**src/rtl/tmb_pkg.sv**
```systemverilog
package tmb_pkg;

  localparam int CNT_W  = 16;
  localparam int BYTE_W = 8;

  typedef enum logic [2:0] {
    A_CTRL   = 3'd0,
    A_CNT_HI = 3'd1,
    A_CNT_LO = 3'd2,
    A_MOD_HI = 3'd3,
    A_MOD_LO = 3'd4
  } reg_addr_e;

  typedef enum logic [1:0] {
    SRC_OFF   = 2'd0,
    SRC_BUS   = 2'd1,
    SRC_FIXED = 2'd2,
    SRC_EXT   = 2'd3
  } clk_src_e;

endpackage

```
**src/rtl/tmb_src_sel.sv**
```systemverilog
module tmb_src_sel
  import tmb_pkg::*;
#(
  parameter int SYNC_STAGES = 2
) (
  input  logic     clk,
  input  logic     rst,
  input  clk_src_e src,
  input  logic     fixed_tick,
  input  logic     ext_clk,
  output logic     tick
);

  // synchronizer chain plus one history flop for edge detection
  logic [SYNC_STAGES:0] sh;
  logic                 ext_rise;

  always_ff @(posedge clk) begin
    if (rst) sh <= '0;
    else     sh <= {sh[SYNC_STAGES-1:0], ext_clk};
  end

  assign ext_rise = sh[SYNC_STAGES-1] & ~sh[SYNC_STAGES];

  always_comb begin
    case (src)
      SRC_BUS:   tick = 1'b1;
      SRC_FIXED: tick = fixed_tick;
      SRC_EXT:   tick = ext_rise;
      default:   tick = 1'b0;
    endcase
  end

  // a synchronized edge yields a single-cycle pulse
  p_ext_single_r7: assert property (@(posedge clk) disable iff (rst)
    ext_rise |=> !ext_rise);

endmodule

```
**src/rtl/tmb_prescaler.sv**
```systemverilog
module tmb_prescaler #(
  parameter int PS_W = 3
) (
  input  logic            clk,
  input  logic            rst,
  input  logic            tick,
  input  logic            hold,
  input  logic            restart,
  input  logic [PS_W-1:0] ps,
  output logic            step
);

  localparam int DIV_W = (1 << PS_W) - 1;

  logic [DIV_W-1:0] pcnt;
  logic [DIV_W-1:0] mask;
  logic             adv;

  // 1 << ps wraps to zero at the top exponent, so the subtraction still gives all ones
  assign mask = (DIV_W'(1) << ps) - DIV_W'(1);
  assign adv  = tick & ~hold;
  assign step = adv & ((pcnt & mask) == mask);

  always_ff @(posedge clk) begin
    if (rst || restart) pcnt <= '0;
    else if (adv)       pcnt <= pcnt + DIV_W'(1);
  end

  // with a divisor of two or more, steps never come back to back
  p_div_gap_r6: assert property (@(posedge clk) disable iff (rst)
    (step && ps != '0 && !restart) |=> (!step || ps != $past(ps)));

  // a held prescaler keeps its phase
  p_hold_phase_r13: assert property (@(posedge clk) disable iff (rst)
    (hold && !restart) |=> $stable(pcnt));

endmodule

```
**src/rtl/tmb_counter.sv**
```systemverilog
module tmb_counter
  import tmb_pkg::*;
(
  input  logic             clk,
  input  logic             rst,
  input  logic             step,
  input  logic             clear,
  input  logic             center,
  input  logic [CNT_W-1:0] modv,
  output logic [CNT_W-1:0] cnt,
  output logic             wrap
);

  logic [CNT_W-1:0] lim;
  logic [CNT_W-1:0] nxt;
  logic             down;
  logic             ndown;
  logic             turn;

  assign lim = (modv == '0) ? '1 : modv;

  always_comb begin
    nxt   = cnt;
    ndown = center ? down : 1'b0;
    turn  = 1'b0;
    if (step) begin
      if (!center) begin
        if (cnt == lim) begin
          nxt  = '0;
          turn = 1'b1;
        end else begin
          nxt = cnt + CNT_W'(1);
        end
      end else if (!down) begin
        if (cnt >= lim) begin
          nxt   = cnt - CNT_W'(1);
          ndown = 1'b1;
          turn  = 1'b1;
        end else begin
          nxt = cnt + CNT_W'(1);
        end
      end else begin
        if (cnt == '0) begin
          nxt   = CNT_W'(1);
          ndown = 1'b0;
        end else begin
          nxt = cnt - CNT_W'(1);
        end
      end
    end
  end

  assign wrap = turn & ~clear;

  always_ff @(posedge clk) begin
    if (rst || clear) begin
      cnt  <= '0;
      down <= 1'b0;
    end else begin
      cnt  <= nxt;
      down <= ndown;
    end
  end

  // an up-count step below the limit adds exactly one
  p_up_step_r2: assert property (@(posedge clk) disable iff (rst)
    (step && !center && !clear && cnt != lim) |=> cnt == $past(cnt) + CNT_W'(1));

  // an up-count step at the limit lands on zero
  p_up_wrap_r3: assert property (@(posedge clk) disable iff (rst)
    (step && !center && !clear && cnt == lim) |=> cnt == '0);

  // a descending step at zero turns the counter upward at one
  p_bounce_r5: assert property (@(posedge clk) disable iff (rst)
    (step && center && !clear && down && cnt == '0) |=> (cnt == CNT_W'(1) && !down));

  // a clear request empties the counter
  p_clear_r11: assert property (@(posedge clk) disable iff (rst)
    clear |=> cnt == '0);

endmodule

```
**src/rtl/tmb_timebase.sv**
```systemverilog
module tmb_timebase
  import tmb_pkg::*;
#(
  parameter int PS_W        = 3,
  parameter int SYNC_STAGES = 2
) (
  input  logic       clk,
  input  logic       rst,
  input  logic [2:0] addr,
  input  logic       wr_en,
  input  logic [7:0] wr_data,
  input  logic       rd_en,
  output logic [7:0] rd_data,
  input  logic       fixed_tick,
  input  logic       ext_clk,
  input  logic       freeze,
  output logic       irq
);

  localparam int CTRL_FLAG = 7;
  localparam int CTRL_IE   = 6;
  localparam int CTRL_CTR  = 5;
  localparam int SRC_LSB   = 3;

  logic             ovf_flag;
  logic             ovf_ie;
  logic             center;
  clk_src_e         src;
  logic [PS_W-1:0]  ps;
  logic             armed;
  logic             hi_pend;
  logic             lo_pend;
  logic [CNT_W-1:0] modv;
  logic [CNT_W-1:0] cnt_val;
  logic             tick;
  logic             step;
  logic             wrap;
  logic             inhibit;
  logic             set_flag;
  logic             ctrl_wr;
  logic             cnt_wr;
  logic             ctrl_rd;
  logic [7:0]       status;

  assign ctrl_wr  = wr_en && (addr == A_CTRL);
  assign cnt_wr   = wr_en && (addr == A_CNT_HI || addr == A_CNT_LO);
  assign ctrl_rd  = rd_en && (addr == A_CTRL);
  assign inhibit  = hi_pend | lo_pend;
  assign set_flag = wrap & ~inhibit;

  tmb_src_sel #(.SYNC_STAGES(SYNC_STAGES)) u_src (
    .clk        (clk),
    .rst        (rst),
    .src        (src),
    .fixed_tick (fixed_tick),
    .ext_clk    (ext_clk),
    .tick       (tick)
  );

  tmb_prescaler #(.PS_W(PS_W)) u_pre (
    .clk     (clk),
    .rst     (rst),
    .tick    (tick),
    .hold    (freeze),
    .restart (cnt_wr),
    .ps      (ps),
    .step    (step)
  );

  tmb_counter u_cnt (
    .clk    (clk),
    .rst    (rst),
    .step   (step),
    .clear  (cnt_wr),
    .center (center),
    .modv   (modv),
    .cnt    (cnt_val),
    .wrap   (wrap)
  );

  // control fields
  always_ff @(posedge clk) begin
    if (rst) begin
      ovf_ie <= 1'b0;
      center <= 1'b0;
      src    <= SRC_OFF;
      ps     <= '0;
    end else if (ctrl_wr) begin
      ovf_ie <= wr_data[CTRL_IE];
      center <= wr_data[CTRL_CTR];
      src    <= clk_src_e'(wr_data[SRC_LSB +: 2]);
      ps     <= wr_data[PS_W-1:0];
    end
  end

  // overflow flag with its read-then-write-0 clearing sequence
  always_ff @(posedge clk) begin
    if (rst) begin
      ovf_flag <= 1'b0;
      armed    <= 1'b0;
    end else begin
      if (set_flag)
        ovf_flag <= 1'b1;
      else if (ctrl_wr && armed && !wr_data[CTRL_FLAG])
        ovf_flag <= 1'b0;

      if (wrap || ctrl_wr) armed <= 1'b0;
      else if (ctrl_rd && ovf_flag) armed <= 1'b1;
    end
  end

  // modulo bytes and the half-written hold-off
  always_ff @(posedge clk) begin
    if (rst) begin
      modv    <= '0;
      hi_pend <= 1'b0;
      lo_pend <= 1'b0;
    end else if (wr_en && addr == A_MOD_HI) begin
      modv[CNT_W-1:BYTE_W] <= wr_data;
      if (lo_pend) lo_pend <= 1'b0;
      else         hi_pend <= 1'b1;
    end else if (wr_en && addr == A_MOD_LO) begin
      modv[BYTE_W-1:0] <= wr_data;
      if (hi_pend) hi_pend <= 1'b0;
      else         lo_pend <= 1'b1;
    end
  end

  assign status = {ovf_flag, ovf_ie, center, src, ps};

  always_ff @(posedge clk) begin
    if (rst) begin
      rd_data <= '0;
      irq     <= 1'b0;
    end else begin
      irq <= ovf_flag & ovf_ie & ~inhibit;
      if (rd_en) begin
        case (addr)
          A_CTRL:   rd_data <= status;
          A_CNT_HI: rd_data <= cnt_val[CNT_W-1:BYTE_W];
          A_CNT_LO: rd_data <= cnt_val[BYTE_W-1:0];
          A_MOD_HI: rd_data <= modv[CNT_W-1:BYTE_W];
          A_MOD_LO: rd_data <= modv[BYTE_W-1:0];
          default:  rd_data <= '0;
        endcase
      end
    end
  end

  // the flag only rises on an overflow event
  p_no_spurious_flag_r8: assert property (@(posedge clk) disable iff (rst)
    (!ovf_flag && !set_flag) |=> !ovf_flag);

  // without an armed status write the flag persists
  p_flag_sticky_r8: assert property (@(posedge clk) disable iff (rst)
    (ovf_flag && !(ctrl_wr && armed)) |=> ovf_flag);

  // a pending modulo byte blocks the flag
  p_mod_holdoff_r10: assert property (@(posedge clk) disable iff (rst)
    (inhibit && !ovf_flag) |=> !ovf_flag);

  // the request follows the flag and the enable
  p_irq_source_r12: assert property (@(posedge clk) disable iff (rst)
    irq |-> $past(ovf_flag && ovf_ie));

  // a frozen counter keeps its value
  p_freeze_hold_r13: assert property (@(posedge clk) disable iff (rst)
    (freeze && !cnt_wr) |=> $stable(cnt_val));

endmodule

```
**config.mk**
```make
export PLATFORM = sky130hd
export DESIGN_NAME = tmb_timebase
export DESIGN_NICKNAME = d
export VERILOG_FILES = /design/src/rtl/tmb_pkg.sv /design/src/rtl/tmb_src_sel.sv /design/src/rtl/tmb_prescaler.sv /design/src/rtl/tmb_counter.sv /design/src/rtl/tmb_timebase.sv
export SDC_FILE = /design/constraint.sdc
export NUM_CORES = 1
export LEC_CHECK = 0
export ABC_AREA = 1
export ABC_CLOCK_PERIOD_IN_PS = 2900
export BUFFER_PORTS_ARGS = -buffer_cell sky130_fd_sc_hd__buf_2
export CAP_MARGIN = 40
export CORE_MARGIN = 4
export CORE_UTILIZATION = 55
export DETAILED_ROUTE_END_ITERATION = 8
export GPL_ROUTABILITY_DRIVEN = 0
export PLACE_DENSITY = 0.79
export SLEW_MARGIN = 20
export SYNTH_ARGS = -nofsm -noshare
export SYNTH_HDL_FRONTEND = slang
export SYNTH_SLANG_ARGS = --single-unit
export TNS_END_PERCENT = 20
```
**constraint.sdc**
```tcl
create_clock -name clk -period 2.9 [get_ports clk]
set_clock_uncertainty 0.1 [all_clocks]
set_input_delay 0.58 -clock clk [delete_from_list [all_inputs] [get_ports clk]]
set_output_delay 0.58 -clock clk [all_outputs]
set_load 0.1 [all_outputs]
```
### Word-level counts from Yosys, hierarchy flattened

Index checks and enable logic that the tools add are counted.

| cells by class | value |
|---|---|
| equal/unequal tests | 10 |
| add/sub/neg operators | 4 |
| bitwise gates (word level) | 15 |
| mux-type cells | 24 |
| $lt $le $gt $ge | 1 |
| shifts and indexed selects | 1 |
| reduce and logical (&&, ||, !) cells | 22 |

Operators by type and width:

| kind | count |
|---|---|
| $mux 16 | 6 |
| $pmux 8 s5 | 1 |
| $logic_not 16->1 | 2 |
| $add 16x1->16 const B | 1 |
| $eq 16x16->1 | 1 |
| $ge 16x16->1 | 1 |
| $mux 1 | 16 |
| $sub 16x1->16 const B | 1 |
| $logic_and 1x1->1 | 8 |
| $add 7x1->7 const B | 1 |
| $and 1x1->1 | 7 |
| $and 7x7->7 | 1 |
| $eq 7x7->1 | 1 |
| $shl 1x3->7 const A | 1 |
| $sub 7x2->7 const B | 1 |
| $eq 3x2->1 const B | 2 |
| $not 1->1 | 6 |
| $reduce_and 2->1 | 3 |
| $eq 2x2->1 const B | 2 |
| $reduce_bool 2->1 | 2 |
| $reduce_or 2->1 | 2 |
| $eq 3x1->1 const B | 1 |
| $eq 3x3->1 const B | 1 |
| $logic_not 3->1 | 1 |
| other kinds (6) | 8 |

| word-level totals | value |
|---|---|
| bits of input ports | 18 |
| bits in registers | 63 |

### Depth between registers and ports, before layout

| logic depth | value |
|---|---|
| depth after elaboration | 10 |
| depth in mapped cells | 20 |

### Modules after synthesis

A second synthesis with hierarchy kept.

| unflattened totals | value |
|---|---|
| cell total of the unflattened synthesis | 659 |
| area total of the unflattened synthesis | 4,436.8 sq um |

By module, submodules not included:

| module | sequential area each (sq um) | instances | cells an instance | area each (sq um) |
|---|---|---|---|---|
| tmb_counter | 340.3 | 1 | 341 | 2,205.9 |
| tmb_timebase | 720.7 | 1 | 242 | 1,720.4 |
| tmb_prescaler | 140.1 | 1 | 57 | 390.4 |
| tmb_src_sel | 60.1 | 1 | 19 | 120.1 |

### Worst setup path after synthesis

No wires, ideal clock.

| path | value |
|---|---|
| kind | flip-flop to flip-flop |
| start point | reg modv[7] |
| end point | reg u_cnt.cnt[7] |
| arrival | 2.261 ns |
| path buffers | 2 |
| setup slack | 0.417 ns |
| cell stages (with the launch flop) | 18 |
| cells stage by stage | dfxtp_1 > inv_1 > nand4_1 > nor2_1 > nand2_1 > inv_1 > buf_1 > nor2_1 > ha_1 > nand2_1 > nor2_2 > nand2_1 > o21ai_2 > nor2_4 > buf_2 > nand4_1 > nand3_2 > a21oi_2 |

| on the way | value |
|---|---|
| longest elaborated chain between the ends | 6 |
| elaborated cells between the ends (all ways) | 8 |
| classes of those cells | order compare: 1; eq/ne: 1; mux: 5; reduce/logical: 1 |

Ends and longest elaborated chain:

| element | line | text |
|---|---|---|
| start, declared | tmb_timebase.sv:33 | `logic [CNT_W-1:0] modv;` |
| start signal, assigned by index | tmb_timebase.sv:119 | `modv[CNT_W-1:BYTE_W] <= wr_data;` |
| start signal, assigned by index | tmb_timebase.sv:123 | `modv[BYTE_W-1:0] <= wr_data;` |
| $logic_not 16->1 | tmb_counter.sv:20 | `assign lim = (modv == '0) ? '1 : modv;` |
| $mux 16 (*) | tmb_counter.sv:20 |  |
| $ge 16x16->1 | tmb_counter.sv:35 | `if (cnt >= lim) begin` |
| $mux 16 | tmb_counter.sv:35 |  |
| $mux 16 | tmb_counter.sv:34 | `end else if (!down) begin` |
| $mux 16 (*) | tmb_counter.sv:27 | `if (!center) begin` |
| end signal, assigned | tmb_counter.sv:60 | `cnt <= nxt;` |
| end, declared | tmb_counter.sv:10 | `output logic [CNT_W-1:0] cnt,` |

Mark *: on every way between the ends. The rest lies on a longest branch, timed or not.
A chain may end at the register's enable or synchronous reset.

### Worst setup path in the final report

| path | value |
|---|---|
| start point | reg modv[6] |
| end point | reg u_cnt.cnt[2] |

The elaborated chain is that of the path after synthesis.

==> impl_metrics.tcl <==
set metrics [dict create \
    worst_ep_required_time_ps 3080 \
    die_y_um 98.1 \
    whs_ps 310 \
    worstReg2RegEnd "u_cnt.cnt[2]$_SDFFE_PP0P_" \
    h-tree-depth 3 \
    cts_buffers 9 \
    status "completed" \
    grt_usage_pct 26.8 \
    layout_setup_ws_ps 123 \
    avgSynthCellArea_sq_um 6.86 \
    cp.arrival_ps 2960 \
    max_cap_violations 0 \
    cts_root_buf "clkbuf_8" \
    grt_pass1_vias 4346 \
    netlist_area_sq_mm 0.00446 \
    regArea_sq_mm 0.00126 \
    hold_start "u_src.sh[0]$_SDFF_PP0_" \
    synth_seq_cells 63 \
    finalCritPeriodShare_pct 95.8 \
    synth_edf_count 0 \
    clockBufferDepth 2 \
    core_area_sq_mm 0.00781 \
    dr.pass1.iters 5 \
    rows 32 \
    area_delta_synth_final_pct 11.9 \
    r2r_setup_slack_ps 120 \
    worst_pin_slew_ps 685 \
    drive_above_1_share_pct 20.8 \
    routed_wl_um 13300 \
    crit_chain "inv_1 -> nand4_1 -> nor2_1 -> nand2_1 -> inv_2 -> buf_4 -> nor2_1 -> ha_1 -> nand2_1 -> nor2_1 -> nand2_1 -> buf_4 -> nor2_2 -> nor2_4 -> clkinvlp_4 -> o21ai_1 -> o21ai_1 -> a21oi_1" \
    r2r-start "modv[6]$_SDFFE_PP0P_" \
    rsz0062_at_grt "false" \
    p_leak_nw 2.18 \
    finalPower_mw 2.26 \
    max_stage_delay_ps 330 \
    cp-start-kind "register" \
    setup_violations 0 \
    hold_violations 0 \
    hpwl_um 9730 \
    synthTopCellsByArea "dfxtp_1 (28%), nand2_1 (10%), nor2_1 (7.0%)" \
    grt_max_degree 20 \
    async_flop_share_pct 0 \
    hold_class "register to register" \
    ctsHoldBuffers 0 \
    dr_total_vias 4752 \
    synthCells 651 \
    start_util_pct 57.2 \
    min_path_cells 2 \
    ff2ff_path_depth 18 \
    finish.utilization_pct 64.0 \
    maxSlewHeadroom_pct 54.1 \
    finalNonFillerCells 795 \
    fin_area_sq_mm 0.00499 \
    slowest_stage "dfxtp_1" \
    n_fill_cell 711 \
    dp_slack_ps 180 \
    place_inst 771 \
    synthTopCellsByCount "nand2_1 (123), nor2_1 (83), inv_1 (65)" \
    worstSetupPathType "register to register" \
    first_iter_violations 560 \
    report.final.slew_viol_count 0 \
    synth_top_cell_by_area "dfxtp_1" \
    overflow 0 \
    worstSkewPairLatency_ps 350 \
    antenna_found_initial 0 \
    syn_nets 688 \
    power.density_mw_per_mm2 453 \
    endpoint_kind "register" \
    vias_per_cell 5.98 \
    multiInputGateArea_sq_mm 0.00278 \
    critPathMaxFanout 8 \
    clk_pin_slew_worst_paths_ps 80 \
    synth_ff_type "dfxtp_1" \
    cts_tree "built" \
    placed_cell_area_sq_mm 0.00467 \
    grt_pass1_wl_um 21000 \
    min_to "u_src.sh[1]$_SDFF_PP0_" \
    yosysWarnings 0 \
    nets 725 \
    cts_num_sinks 63 \
    wire_per_inst_um 16.7 \
    io_pins 27 \
    synthDistinctLibCells 40 \
    seq_area_frac_synth_pct 28.3 \
    diodes 0 \
    die_w_um 98.1 \
    drc_errors 0 \
    ant_nets 0 \
    max_freq_mhz 360 \
    timing.final.crit_period_ps 2780 \
    yosysMostFrequentCell "nand2_1" \
    ir_worst_vdd_mv 0.241 \
    tns_ps 0 \
    port_buffers 26 \
    die-area_sq_mm 0.00962 \
    yosysTopAreaCellShare_pct 28.3 \
]
cells by family after synthesis:
kind of cell,synth area share [%]
and+or+nand+nor,33.0
AOI/OAI and AO/OA,18.6
buffers and inverters,10.3
DFF,28.3
xor gates and xnor gates,4.51
adders and majority gates,5.33
state kept, by name, indices dropped and copies added (netlist names), 2 cells and up:
register / count
modv: 16
u_cnt.cnt: 16
u_src.sh: 3
u_pre.pcnt: 7
src: 2
ps: 3
rd_data: 8
worst max-delay path by stage:
| stage | start | to | slack, ps |
|---|---|---|---|
| 2_1_floorplan | modv[7]$_SDFFE_PP0P_ | u_cnt.cnt[7]$_SDFFE_PP0P_ | 420 |
| 3_3_place_gp | modv[15]$_SDFFE_PP0P_ | u_cnt.cnt[3]$_SDFFE_PP0P_ | 240 |
| 3_5_place_dp | modv[15]$_SDFFE_PP0P_ | u_cnt.cnt[13]$_SDFFE_PP0P_ | 180 |
| 4_1_cts | modv[15]$_SDFFE_PP0P_ | u_cnt.cnt[3]$_SDFFE_PP0P_ | 140 |
| 5_1_grt | modv[4]$_SDFFE_PP0P_ | ovf_flag$_SDFFE_PP0P_ | 5 |
| 6_report | modv[6]$_SDFFE_PP0P_ | u_cnt.cnt[2]$_SDFFE_PP0P_ | 120 |
timing repair:
action                     CTS  global route
buffers inserted             0             5
gates resized for setup      0            20
setup endpoints to repair    0            15
critical path, delay by kind of cell (launching register included):
family	cells	cell delay, ps
simple gates	9	920
compound gates	3	390
flops	1	330
buf+inv	5	700
fa+ha+maj	1	290
power by group:
group          total (mW)  switching (mW)  internal [mW]  leakage (nW)
Sequential          0.909          0.0220          0.887         0.511
Combinational       0.501           0.322          0.178          1.56
Clock               0.854           0.371          0.483         0.110
final cells by class:
type	count	share of cell area [%]
clock buffers	10	2.56
well taps	102	2.56
flip-flops and latches	63	25.3
inverters	78	6.01
repair inverters	1	0.150
clock inverters	6	1.68
repair buffers	47	6.11
multi-input cells	488	55.7
per-layer routing:
metal / global-route usage (%) / vias to the layer above / wire length (um)
li1: - / 2237 / -
met1: 35.1 / 2167 / 5400
met2: 42.6 / 277 / 5930
met3: 6.07 / 71 / 1370
met4: 10.9 / 0 / 596
met5: 0 / - / 0
placed cells by master, fill, tap and decap left out, types with 19 or more instances in the layout:
master / synthesis / layout
nand4_1: 24 / 24
nand2_1: 123 / 120
dfxtp_1: 63 / 62
a21oi_1: 49 / 49
o21ai_0: 40 / 40
inv_1: 65 / 56
nand3_1: 23 / 23
buf_2: 10 / 27
o21ai_1: 23 / 23
nor2_1: 83 / 81
xor2_1: 22 / 22
ha_1: 19 / 19
(Power assumes the default switching activity.)
